**src/rtl/ffirst_seq.sv**
```systemverilog
module ffirst_seq #(
  parameter int MAXVL = 8,
  parameter int DW    = 32
) (
  input  logic                       clk,
  input  logic                       rst_n,
  input  logic                       start,
  input  logic [$clog2(MAXVL+1)-1:0] vlen,
  input  logic [MAXVL-1:0]           mask,
  input  logic                       ffirst_en,
  input  logic                       zero_mode,
  input  logic                       fp_mode,
  input  logic                       zeroing,
  output logic                       req_valid,
  input  logic                       req_ready,
  output logic [$clog2(MAXVL)-1:0]   req_idx,
  output logic                       req_zero,
  input  logic                       rsp_valid,
  output logic                       rsp_ready,
  input  logic [DW-1:0]              rsp_data,
  input  logic                       rsp_fault,
  output logic                       busy,
  output logic                       done,
  output logic                       trap,
  output logic [$clog2(MAXVL+1)-1:0] new_vl
);
  localparam int IW = $clog2(MAXVL);
  localparam int LW = $clog2(MAXVL + 1);

  typedef enum logic [1:0] {S_IDLE, S_SCAN, S_REQ, S_WAIT} st_t;

  st_t            st;
  logic [LW-1:0]  idx_q, vl_q, nvl_q;
  logic [MAXVL-1:0] mask_q;
  logic           ff_q, zvar_q, fp_q, zer_q;
  logic           any_q, zreq_q, done_q, trap_q;

  logic at_end, cur_on, is_zero, trap_hit, cut_hit;

  assign at_end  = (idx_q == vl_q);
  assign cur_on  = mask_q[idx_q[IW-1:0]];
  assign is_zero = fp_q ? (rsp_data[DW-2:0] == '0) : (rsp_data == '0);
  assign trap_hit = !zreq_q && rsp_fault && (!ff_q || zvar_q || !any_q);
  assign cut_hit  = !zreq_q && ff_q &&
                    ((!zvar_q && rsp_fault && any_q) ||
                     (zvar_q && !rsp_fault && is_zero));

  always_ff @(posedge clk) begin
    if (!rst_n) begin
      st     <= S_IDLE;
      idx_q  <= '0;
      vl_q   <= '0;
      nvl_q  <= '0;
      mask_q <= '0;
      ff_q   <= 1'b0;
      zvar_q <= 1'b0;
      fp_q   <= 1'b0;
      zer_q  <= 1'b0;
      any_q  <= 1'b0;
      zreq_q <= 1'b0;
      done_q <= 1'b0;
      trap_q <= 1'b0;
    end else begin
      done_q <= 1'b0;
      trap_q <= 1'b0;
      case (st)
        S_IDLE: if (start) begin
          vl_q   <= (vlen > LW'(MAXVL)) ? LW'(MAXVL) : vlen;
          mask_q <= mask;
          ff_q   <= ffirst_en;
          zvar_q <= zero_mode;
          fp_q   <= fp_mode;
          zer_q  <= zeroing;
          idx_q  <= '0;
          any_q  <= 1'b0;
          st     <= S_SCAN;
        end
        S_SCAN: begin
          if (at_end) begin
            done_q <= 1'b1;
            nvl_q  <= vl_q;
            st     <= S_IDLE;
          end else if (cur_on || zer_q) begin
            zreq_q <= !cur_on;
            st     <= S_REQ;
          end else begin
            idx_q <= idx_q + 1'b1;
          end
        end
        S_REQ: if (req_ready) st <= S_WAIT;
        S_WAIT: if (rsp_valid) begin
          if (trap_hit || cut_hit) begin
            done_q <= 1'b1;
            trap_q <= trap_hit;
            nvl_q  <= idx_q;
            st     <= S_IDLE;
          end else begin
            any_q <= any_q | !zreq_q;
            idx_q <= idx_q + 1'b1;
            st    <= S_SCAN;
          end
        end
        default: st <= S_IDLE;
      endcase
    end
  end

  assign req_valid = (st == S_REQ);
  assign req_idx   = idx_q[IW-1:0];
  assign req_zero  = zreq_q;
  assign rsp_ready = (st == S_WAIT);
  assign busy      = (st != S_IDLE);
  assign done      = done_q;
  assign trap      = trap_q;
  assign new_vl    = nvl_q;

  AST_REQ_HOLD: assert property (@(posedge clk) disable iff (!rst_n)
    req_valid && !req_ready |=> req_valid && $stable(req_idx));
  AST_IDX_BOUND: assert property (@(posedge clk) disable iff (!rst_n)
    req_valid |-> LW'(req_idx) < vl_q);
  AST_SINGLE_OUT: assert property (@(posedge clk) disable iff (!rst_n)
    !(req_valid && rsp_ready));
  AST_MASKED_ZERO: assert property (@(posedge clk) disable iff (!rst_n)
    req_valid && !mask_q[req_idx] |-> req_zero);
  AST_DONE_PULSE: assert property (@(posedge clk) disable iff (!rst_n)
    done |=> !done);
  AST_TRAP_WITH_DONE: assert property (@(posedge clk) disable iff (!rst_n)
    trap |-> done);
  AST_VL_BOUND: assert property (@(posedge clk) disable iff (!rst_n)
    done |-> new_vl <= vl_q);
  AST_START_IGNORED: assert property (@(posedge clk) disable iff (!rst_n)
    busy && start |=> vl_q == $past(vl_q) && mask_q == $past(mask_q));
endmodule

```
**config.mk**
```make
export PLATFORM = sky130hd
export DESIGN_NAME = ffirst_seq
export DESIGN_NICKNAME = d
export VERILOG_FILES = /design/src/rtl/ffirst_seq.sv
export SDC_FILE = /design/constraint.sdc
export NUM_CORES = 1
export LEC_CHECK = 0
export BUFFER_PORTS_ARGS = -buffer_cell sky130_fd_sc_hd__clkbuf_2
export CORE_MARGIN = 1
export CORE_UTILIZATION = 48
export DETAILED_ROUTE_END_ITERATION = 8
export PLACE_DENSITY = 0.88
export SYNTH_ARGS = -nofsm -noshare
export SYNTH_HDL_FRONTEND = slang
export SYNTH_SLANG_ARGS = --single-unit
export TNS_END_PERCENT = 10
```
**constraint.sdc**
```tcl
create_clock -name clk -period 4.1 [get_ports clk]
set_input_delay 0.205 -clock clk [delete_from_list [all_inputs] [get_ports clk]]
set_output_delay 0.205 -clock clk [all_outputs]
set_load 0.1 [all_outputs]
```
# [Word level (Yosys, flattened, before mapping)]
# Cells that the tools add are included.
[op_classes] addsub=1 order_cmp=2 eq_ne=13 muxes=29 bitwise=2 n_reduce_logical=33
[op_table] operator="4-bit 2-to-1 mux" n=9
[op_table] operator="32-bit zero test" n=1
[op_table] operator="31-bit zero test" n=1
[op_table] operator="4-bit AND reduction" n=4
[op_table] operator="2-bit != test (second input constant)" n=6
[op_table] operator="4-bit one-hot mux with 3 select lines" n=1
[op_table] operator="2-bit 2-to-1 mux" n=5
[op_table] operator="1-bit 2-to-1 mux" n=9
[op_table] operator="1-bit logical AND" n=8
[op_table] operator="2-bit one-hot mux with 4 select lines" n=1
[op_table] operator="4-bit one-hot mux with 2 select lines" n=1
[op_table] operator="1-bit zero test" n=6
[op_table] operator="6-bit AND reduction" n=1
[op_table] operator="2-bit nonzero test" n=3
[op_table] operator="1-bit logical OR" n=5
[op_table] operator="4-bit by 1-bit adder with 4-bit output (second input constant)" n=1
[op_table] operator="2-bit == test (second input constant)" n=2
[op_table] operator="4-bit == test" n=1
[op_table] operator="4-bit greater-than comparator (second input constant)" n=1
[op_table] operator="3-bit by 4-bit less-than comparator with 1-bit output (second input constant)" n=1
[op_table] operator="2-bit by 1-bit != test with 1-bit output (second input constant)" n=2
[op_table] operator="1-bit one-hot mux with 2 select lines" n=2
[op_table] operator="1-bit binary-select mux with 3-bit select" n=1
[op_table] operator="3-bit != test (second input constant)" n=1
[op_table] operator="7 further kinds" n=7
[word_totals] register_bits=30 in_bits=54 out_inout_bits=13

# [Longest topological paths before layout]
# Gate-level depths: netlist of the first run.
[logic_depth] ltp_word=9 mapped_depth=7 mapped_depth_nobuf=6

# [Worst setup path before layout of the first run]
# OpenSTA, ideal clock, no wires.
[synth_path] path_type="reg-to-reg" start="register zreq_q, in the netlist req_zero" end="register idx_q[1]" setup_time_ps=115 t_arrival_ps=2099 slack_ps=1886 path_stages_with_launch=7 path_buffers=0 period_less_slack_ps=2214 cell_sequence="dfxtp_1 nor4b_2 nand4_1 o32ai_2 o221ai_2 and3_1 o21a_1"
[synth_between] elab_chain_len=6
[synth_lines] item="start, declared" line_no="36" source="logic any_q, zreq_q, done_q, trap_q;"
[synth_lines] item="start signal, assigned" line_no="84" source="zreq_q <= !cur_on;"
[synth_lines] item="1-bit zero test *" line_no="43, 44"
[synth_lines] item="1-bit logical AND (on tied branches) (2 in series)" line_no="43, 44"
[synth_lines] item="1-bit logical OR *" line_no="92" source="if (trap_hit || cut_hit) begin"
[synth_lines] item="2-bit != test (no source line) *"
[synth_lines] item="6-bit AND reduction (no source line) *"
[synth_lines] item="end signal, assigned" line_no="87" source="idx_q <= idx_q + 1'b1;"
[synth_lines] item="end signal, assigned" line_no="99" source="idx_q <= idx_q + 1'b1;"
[synth_lines] item="end, declared" line_no="33" source="logic [LW-1:0] idx_q, vl_q, nvl_q;"
# Mark *: on every way between the ends. The rest lies on a longest branch, timed or not.
# A chain may end at the register's enable or synchronous reset.

# [Worst setup path in the final report of the first run]
[layout_path] start="register idx_q[0]" end="register idx_q[1]"
[layout_between] elab_chain_len=5
[layout_lines] item="branches (longest 5 deep; another with 4-bit by 1-bit adder with 4-bit output)"
# Several ways; the timed one is not identified. The select of a mux whose other input is x is not followed.

==> impl_metrics.env, run 1 <==
export IMPL_met3_usage_pct=7.69
export IMPL_worst_slew_pin_slew_ns=0.602
export IMPL_dr_pass1_iters=4
export IMPL_initial_core_util_pct=50.2
export IMPL_hold_violations=0
export IMPL_ff2ff_setup_slack_ns=2.01
export IMPL_synthCells=179
export IMPL_cts_clk_slew_worst_paths_ns=0.09
export IMPL_syn_nets=234
export IMPL_min_path_type="input port to flip-flop"
export IMPL_clock_path_buffers=2
export IMPL_synth_cell_types=38
export IMPL_coreArea_um2=3050
export IMPL_antenna_found_initial=0
export IMPL_drive_gt1_share_pct=33.2
export IMPL_critPathMaxFanout=11
export IMPL_netlist_area_um2=1530
export IMPL_cts_made_buffers=5
export IMPL_grt_max_degree=33
export IMPL_setup_viol=0
export IMPL_hold_depth=3
export IMPL_use_met2_pct=41.9
export IMPL_cts_root_buffer="clkbuf_4"
export IMPL_ys_seq_area_share_pct=39.2
export IMPL_avgSynthCellArea_um2=8.57
export IMPL_synth_top_cell_by_area="dfxtp_1"
export IMPL_viasPerCell=5.28
export IMPL_ys_seq_elements=30
export IMPL_yosys_warnings=0
export IMPL_crit_start="idx_q[0]"
export IMPL_finalClockSkew_ns=0.00408
export IMPL_hold_ws_ns=0.0836
export IMPL_die_area_um2=3430
export IMPL_cts_tree="built"
export IMPL_place_gp_congestion=0.793
export IMPL_grt_overflow_total=0
export IMPL_tns_ns=0
export IMPL_grt_pass1_vias=1445
export IMPL_fmax_ghz=0.478
export IMPL_status="complete, no violations"
export IMPL_critPathKind="flip-flop to flip-flop"
export IMPL_vias=1506
export IMPL_cp_end_kind="flip-flop"
export IMPL_num_io_pins=67
export IMPL_rows=20
export IMPL_required_ns=4.33
export IMPL_syn2layout_area_growth_pct=24.3
export IMPL_period_share_pct=51.1
export IMPL_ant_nets=0
export IMPL_power_leakage_nw=0.903
export IMPL_drt_iter0_drc=60
export IMPL_grt_busiest_layer="met2"
export IMPL_layout_commonest_cell="clkbuf_2"
export IMPL_port_buffers=66
export IMPL_post_cts_resize_count=0
export IMPL_power_uw=642
export IMPL_cts_htree_levels=2
export IMPL_drv_slew=0
export IMPL_clk_latency_ns=0.33
export IMPL_yosys_area_top_type_share_pct=39.2
export IMPL_post_route_drc_count=0
export IMPL_rsz0062_at_grt="no"
export IMPL_vdd_drop_max_mv=0.229
export IMPL_p_per_area_nw_per_um2=337
export IMPL_fillCellCount=282
export IMPL_num_antenna_cells=0
export IMPL_min_to="fp_q"
export IMPL_die_w_um=58.5
export IMPL_dp_hpwl_mm=2.80
export IMPL_fin_nets=296
export IMPL_die_height_um=58.5
export IMPL_wl_per_cell_um=12.6
export IMPL_gr_usage_met1_pct=30.2
export IMPL_grt_pass1_wl_mm=6.42
export IMPL_r2r_start="idx_q[0]"
export IMPL_relSlewSlack_pct=59.7
export IMPL_track_usage_pct=24.8
export IMPL_arrival_ns=2.32
export IMPL_worstHoldStart="fp_mode"
export IMPL_post_route_min_period_ns=2.09
export IMPL_timing_rr_end="idx_q[1]"
export IMPL_seqCellArea_um2=601
export IMPL_postCtsHoldBufs=0
export IMPL_cts_sinks=30
export IMPL_max_cap_violations=0
export IMPL_multi_input_area_um2=847
export IMPL_ys_top_cells_by_area="dfxtp_1 39%, nand2_1 9.8%, a21boi_1 8.8%, mux2i_1 3.3%, o211a_1 3.3%"
export IMPL_worstRegToRegCells=6
export IMPL_postCtsSetupBuffers=0
export IMPL_wirelength_mm=3.59
export IMPL_startpoint_type="flip-flop"
export IMPL_layout_common_cells="66 x clkbuf_2, 40 x nand2_1, 30 x dfxtp_1"
## synth_stat cells
library cell  count
a21boi_1         18
a21oi_1           1
a22oi_1           1
a31oi_1           1
and2_1            3
and3_1            1
buf_4             3
buf_6             1
clkbuf_1          7
dfxtp_1          30
ha_1              1
inv_1             7
mux2i_1           5
mux4_2            1
nand2_1          40
nand2b_1          1
nand3_1           2
nand3b_1          5
nand4_1           2
nor2_1            4
nor2b_1           3
nor3_1            4
nor3b_1           1
nor4_1            7
nor4_2            1
nor4b_1           1
nor4b_2           1
o211a_1           5
o21a_1            3
o21ai_0           2
o21ai_1           2
o221ai_2          1
o22ai_1           6
o31a_1            1
o32ai_2           1
or3b_2            1
or3b_4            1
xor2_1            4
## sequential cells by signal, indices dropped and copies added, names as in the netlist, 4 cells and up, named ones only
register,flops
vl_q,4
idx_q,4
mask_q,8
new_vl,4
## report_power, final
| group | internal, mW | switching [mW] | total [mW] |
|---|---|---|---|
| clock network | 0.0615 | 0.0981 | 0.160 |
| registers | 0.308 | 0.0157 | 0.323 |
| logic | 0.0566 | 0.103 | 0.159 |
| total | 0.426 | 0.217 | 0.642 |
## per-layer routing
metal  part of all wire, %  up-vias  wire, um
li1                      -      765         -
met1                    44      698      1570
met2                    50       38      1800
met3                   4.9        5       177
met4                   1.0        0        37
met5                     0        -         0
## cell families (layout without fill, tap and decap cells)
| kind of cell | Yosys count | in the layout | share of synthesized area, % |
|---|---|---|---|
| AND/OR/NAND/NOR | 78 | 78 | 26.3 |
| AO/OA/AOI/OAI | 42 | 42 | 21.1 |
| flip-flops | 30 | 30 | 39.2 |
| buffers and inverters | 18 | 80 | 5.63 |
| multiplexers | 6 | 6 | 4.73 |
| XOR/XNOR | 4 | 4 | 2.28 |
| adder cells (fa/ha/maj) | 1 | 1 | 0.816 |
## area by class of cell
type	instances	share of cell area [%]
well taps	44	2.89
flip-flops and latches	30	31.5
inverters	7	1.38
clock inverters	2	0.525
multi-input cells	131	44.4
repair buffers	66	17.3
clock buffers	5	1.97
## worst max-delay path by stage
stage / to / slack [ns] / cells after the start
floorplan: idx_q[1] / 1.89 / 6
global placement: idx_q[1] / 2.13 / 6
detailed placement: idx_q[1] / 2.02 / 6
CTS: idx_q[1] / 2.00 / 6
global route: idx_q[1] / 1.83 / 6
finish: idx_q[1] / 2.01 / 6
## through the flow
step                      cell area, um2  util [%]  worst slack (ns)  cells
after CTS                           1910      62.5              2.00    285
after global placement              1860      60.9              2.13    278
final                               1910      62.5              2.01    285
after floorplan                     1530         -              1.89    179
after global routing                1910      62.5              1.83    285
after detailed placement            1860      60.9              2.02    278
## critical path, stage by stage (launching register included)
cell and delay [ns]:
dfxtp_1 0.63, mux2i_1 0.14, mux4_2 0.50, nand2b_1 0.15, o221ai_2 0.17, and3_1 0.26, o21a_1 0.16
Note: power is estimated with default switching activity, not from simulation.
==> run 2: changes to the inputs <==
--- a/config.mk
+++ b/config.mk
@@ -7,9 +7,9 @@
 export LEC_CHECK = 0
 export BUFFER_PORTS_ARGS = -buffer_cell sky130_fd_sc_hd__clkbuf_2
 export CORE_MARGIN = 1
-export CORE_UTILIZATION = 48
+export CORE_UTILIZATION = 42
 export DETAILED_ROUTE_END_ITERATION = 8
-export PLACE_DENSITY = 0.88
+export PLACE_DENSITY = 0.82
 export SYNTH_ARGS = -nofsm -noshare
 export SYNTH_HDL_FRONTEND = slang
 export SYNTH_SLANG_ARGS = --single-unit
==> constraint.sdc (replaced) <==
create_clock -name clk -period 1.8 [get_ports clk]
set_input_delay 0.09 -clock clk [delete_from_list [all_inputs] [get_ports clk]]
set_output_delay 0.09 -clock clk [all_outputs]
set_load 0.1 [all_outputs]
==> impl_metrics.env, run 2 (same netlist as run 1, synthesis figures left out) <==
export IMPL_grt_pass1_vias=1676
export IMPL_syn2layout_area_growth_pct=46.1
export IMPL_path_cells="xor2_1 -> nor4_2 -> or3b_4 -> o221ai_4 -> mux2i_1 -> nor2b_1"
export IMPL_num_antenna_cells=0
export IMPL_worst_slew_pin_slew_ns=0.545
export IMPL_drv_slew=0
export IMPL_post_route_drc_count=0
export IMPL_cts_root_buffer="clkbuf_4"
export IMPL_cts_made_buffers=5
export IMPL_worstRegToRegCells=6
export IMPL_track_usage_pct=22.8
export IMPL_place_gp_congestion=0.807
export IMPL_clock_path_buffers=2
export IMPL_port_buffers=66
export IMPL_fmax_ghz=0.578
export IMPL_vias=1640
export IMPL_num_io_pins=67
export IMPL_min_to="vl_q[2]"
export IMPL_wl_met3_um=245
export IMPL_status="complete, no violations"
export IMPL_die_w_um=62.4
export IMPL_min_path_type="input port to flip-flop"
export IMPL_seqCellArea_um2=614
export IMPL_grt_pass1_wl_mm=7.08
export IMPL_layout_commonest_cell="clkbuf_2"
export IMPL_dr_pass1_iters=4
export IMPL_die_height_um=62.4
export IMPL_ff2ff_setup_slack_ns=0.07
export IMPL_relSlewSlack_pct=63.8
export IMPL_slowest_stage="dfxtp_4"
export IMPL_drive_gt1_share_pct=39.3
export IMPL_cp_top_family="simple AND/OR/NAND/NOR gates"
export IMPL_cts_htree_levels=2
export IMPL_timing_rr_end="idx_q[0]"
export IMPL_grt_overflow_total=0
export IMPL_critPathMaxFanout=6
export IMPL_max_cap_violations=0
export IMPL_die_area_um2=3900
export IMPL_rows=21
export IMPL_grt_max_degree=32
export IMPL_top_register="mask_q"
export IMPL_antenna_found_initial=0
export IMPL_critical_path_max_stage_delay_ns=0.40
export IMPL_wirelength_met1_mm=1.71
export IMPL_p_per_area_nw_per_um2=714
export IMPL_cts_clk_slew_worst_paths_ns=0.09
export IMPL_largest_register_ffs=8
export IMPL_setup_viol=0
export IMPL_dp_hpwl_mm=2.86
export IMPL_crit_buf_inv=0
export IMPL_arrival_ns=1.95
export IMPL_multi_input_area_um2=892
export IMPL_wl_met2_mm=2.06
export IMPL_cp_end_kind="flip-flop"
export IMPL_layout_common_cells="65 x clkbuf_2, 40 x nand2_1, 23 x dfxtp_1"
export IMPL_worstHoldStart="vlen[2]"
export IMPL_period_share_pct=96.1
export IMPL_wl_per_cell_um=12.8
export IMPL_cts_sinks=30
export IMPL_fillCellCount=288
export IMPL_wirelength_mm=4.07
export IMPL_clk_latency_ns=0.33
export IMPL_setup_ws_ns=0.0708
export IMPL_postCtsSetupBuffers=0
export IMPL_hold_depth=3
export IMPL_dp_slack_ns=-0.0929
export IMPL_power_leakage_nw=1.06
export IMPL_drt_iter0_drc=62
export IMPL_viasPerCell=5.16
export IMPL_required_ns=2.02
export IMPL_r2r_start="idx_q[0]"
export IMPL_hold_violations=0
export IMPL_place_area_um2=1990
export IMPL_top_layer_used="met4"
export IMPL_coreArea_um2=3420
export IMPL_cts_tree="built"
export IMPL_rsz0062_at_grt="yes"
export IMPL_ant_nets=0
export IMPL_post_route_min_period_ns=1.73
export IMPL_finalClockSkew_ns=0.0103
export IMPL_tns_ns=0
export IMPL_startpoint_type="flip-flop"
export IMPL_initial_core_util_pct=44.9
export IMPL_final_area_um2=2240
export IMPL_fin_nets=326
export IMPL_vdd_drop_max_mv=0.500
export IMPL_critPathKind="flip-flop to flip-flop"
[run 2: worst register-to-register path, stage by stage (launching register included)]
cell	delay, ns
dfxtp_4	0.40
xor2_1	0.18
nor4_2	0.08
or3b_4	0.40
o221ai_4	0.25
mux2i_1	0.25
nor2b_1	0.07
[run 2: final cells by class]
cell class	count	share of cell area, %
clock inverters	1	0.223
flip-flops and latches	30	27.4
multi-input cells	131	39.8
repair buffers	96	26.4
well taps	46	2.57
inverters	7	1.17
clock buffers	7	2.46
[run 2: metrics by stage]
stage          total power, mW  std cells  utilization, %  hold WS, ns
6_report                  1.60        318            65.6      0.00518
5_1_grt                   1.68        318            65.6      0.00803
4_1_cts                   1.60        317            64.2      0.00235
3_5_place_dp              1.15        296            58.2        0.320
3_3_place_gp              1.14        296            58.2        0.312
2_1_floorplan             1.01        179               -        0.221
[run 2: worst max path at each step]
stage,start,end,cells after the start
2_1_floorplan,req_zero,idx_q[1],6
3_3_place_gp,idx_q[0],idx_q[3],6
3_5_place_dp,idx_q[0],idx_q[0],6
4_1_cts,req_zero,idx_q[1],6
5_1_grt,idx_q[3],idx_q[0],6
6_report,idx_q[0],idx_q[0],6
[run 2: where the power goes]
part / internal, mW / total, mW / switching, mW
sequential: 0.700 / 0.728 / 0.0277
combinational: 0.182 / 0.445 / 0.262
clock: 0.189 / 0.428 / 0.239
[run 2: layer usage]
metal	track usage, %	vias to the layer above
met5	0	-
met4	9.30	0
met3	5.66	8
met2	40.5	58
met1	25.7	753
li1	-	821
[run 2: timing repair]
item	CTS	global route
gates cloned	0	0
endpoints found under the setup margin	4	5
hold buffers	13	1
endpoints found under the hold margin	13	1
pin swaps	1	5
resized for setup	2	11
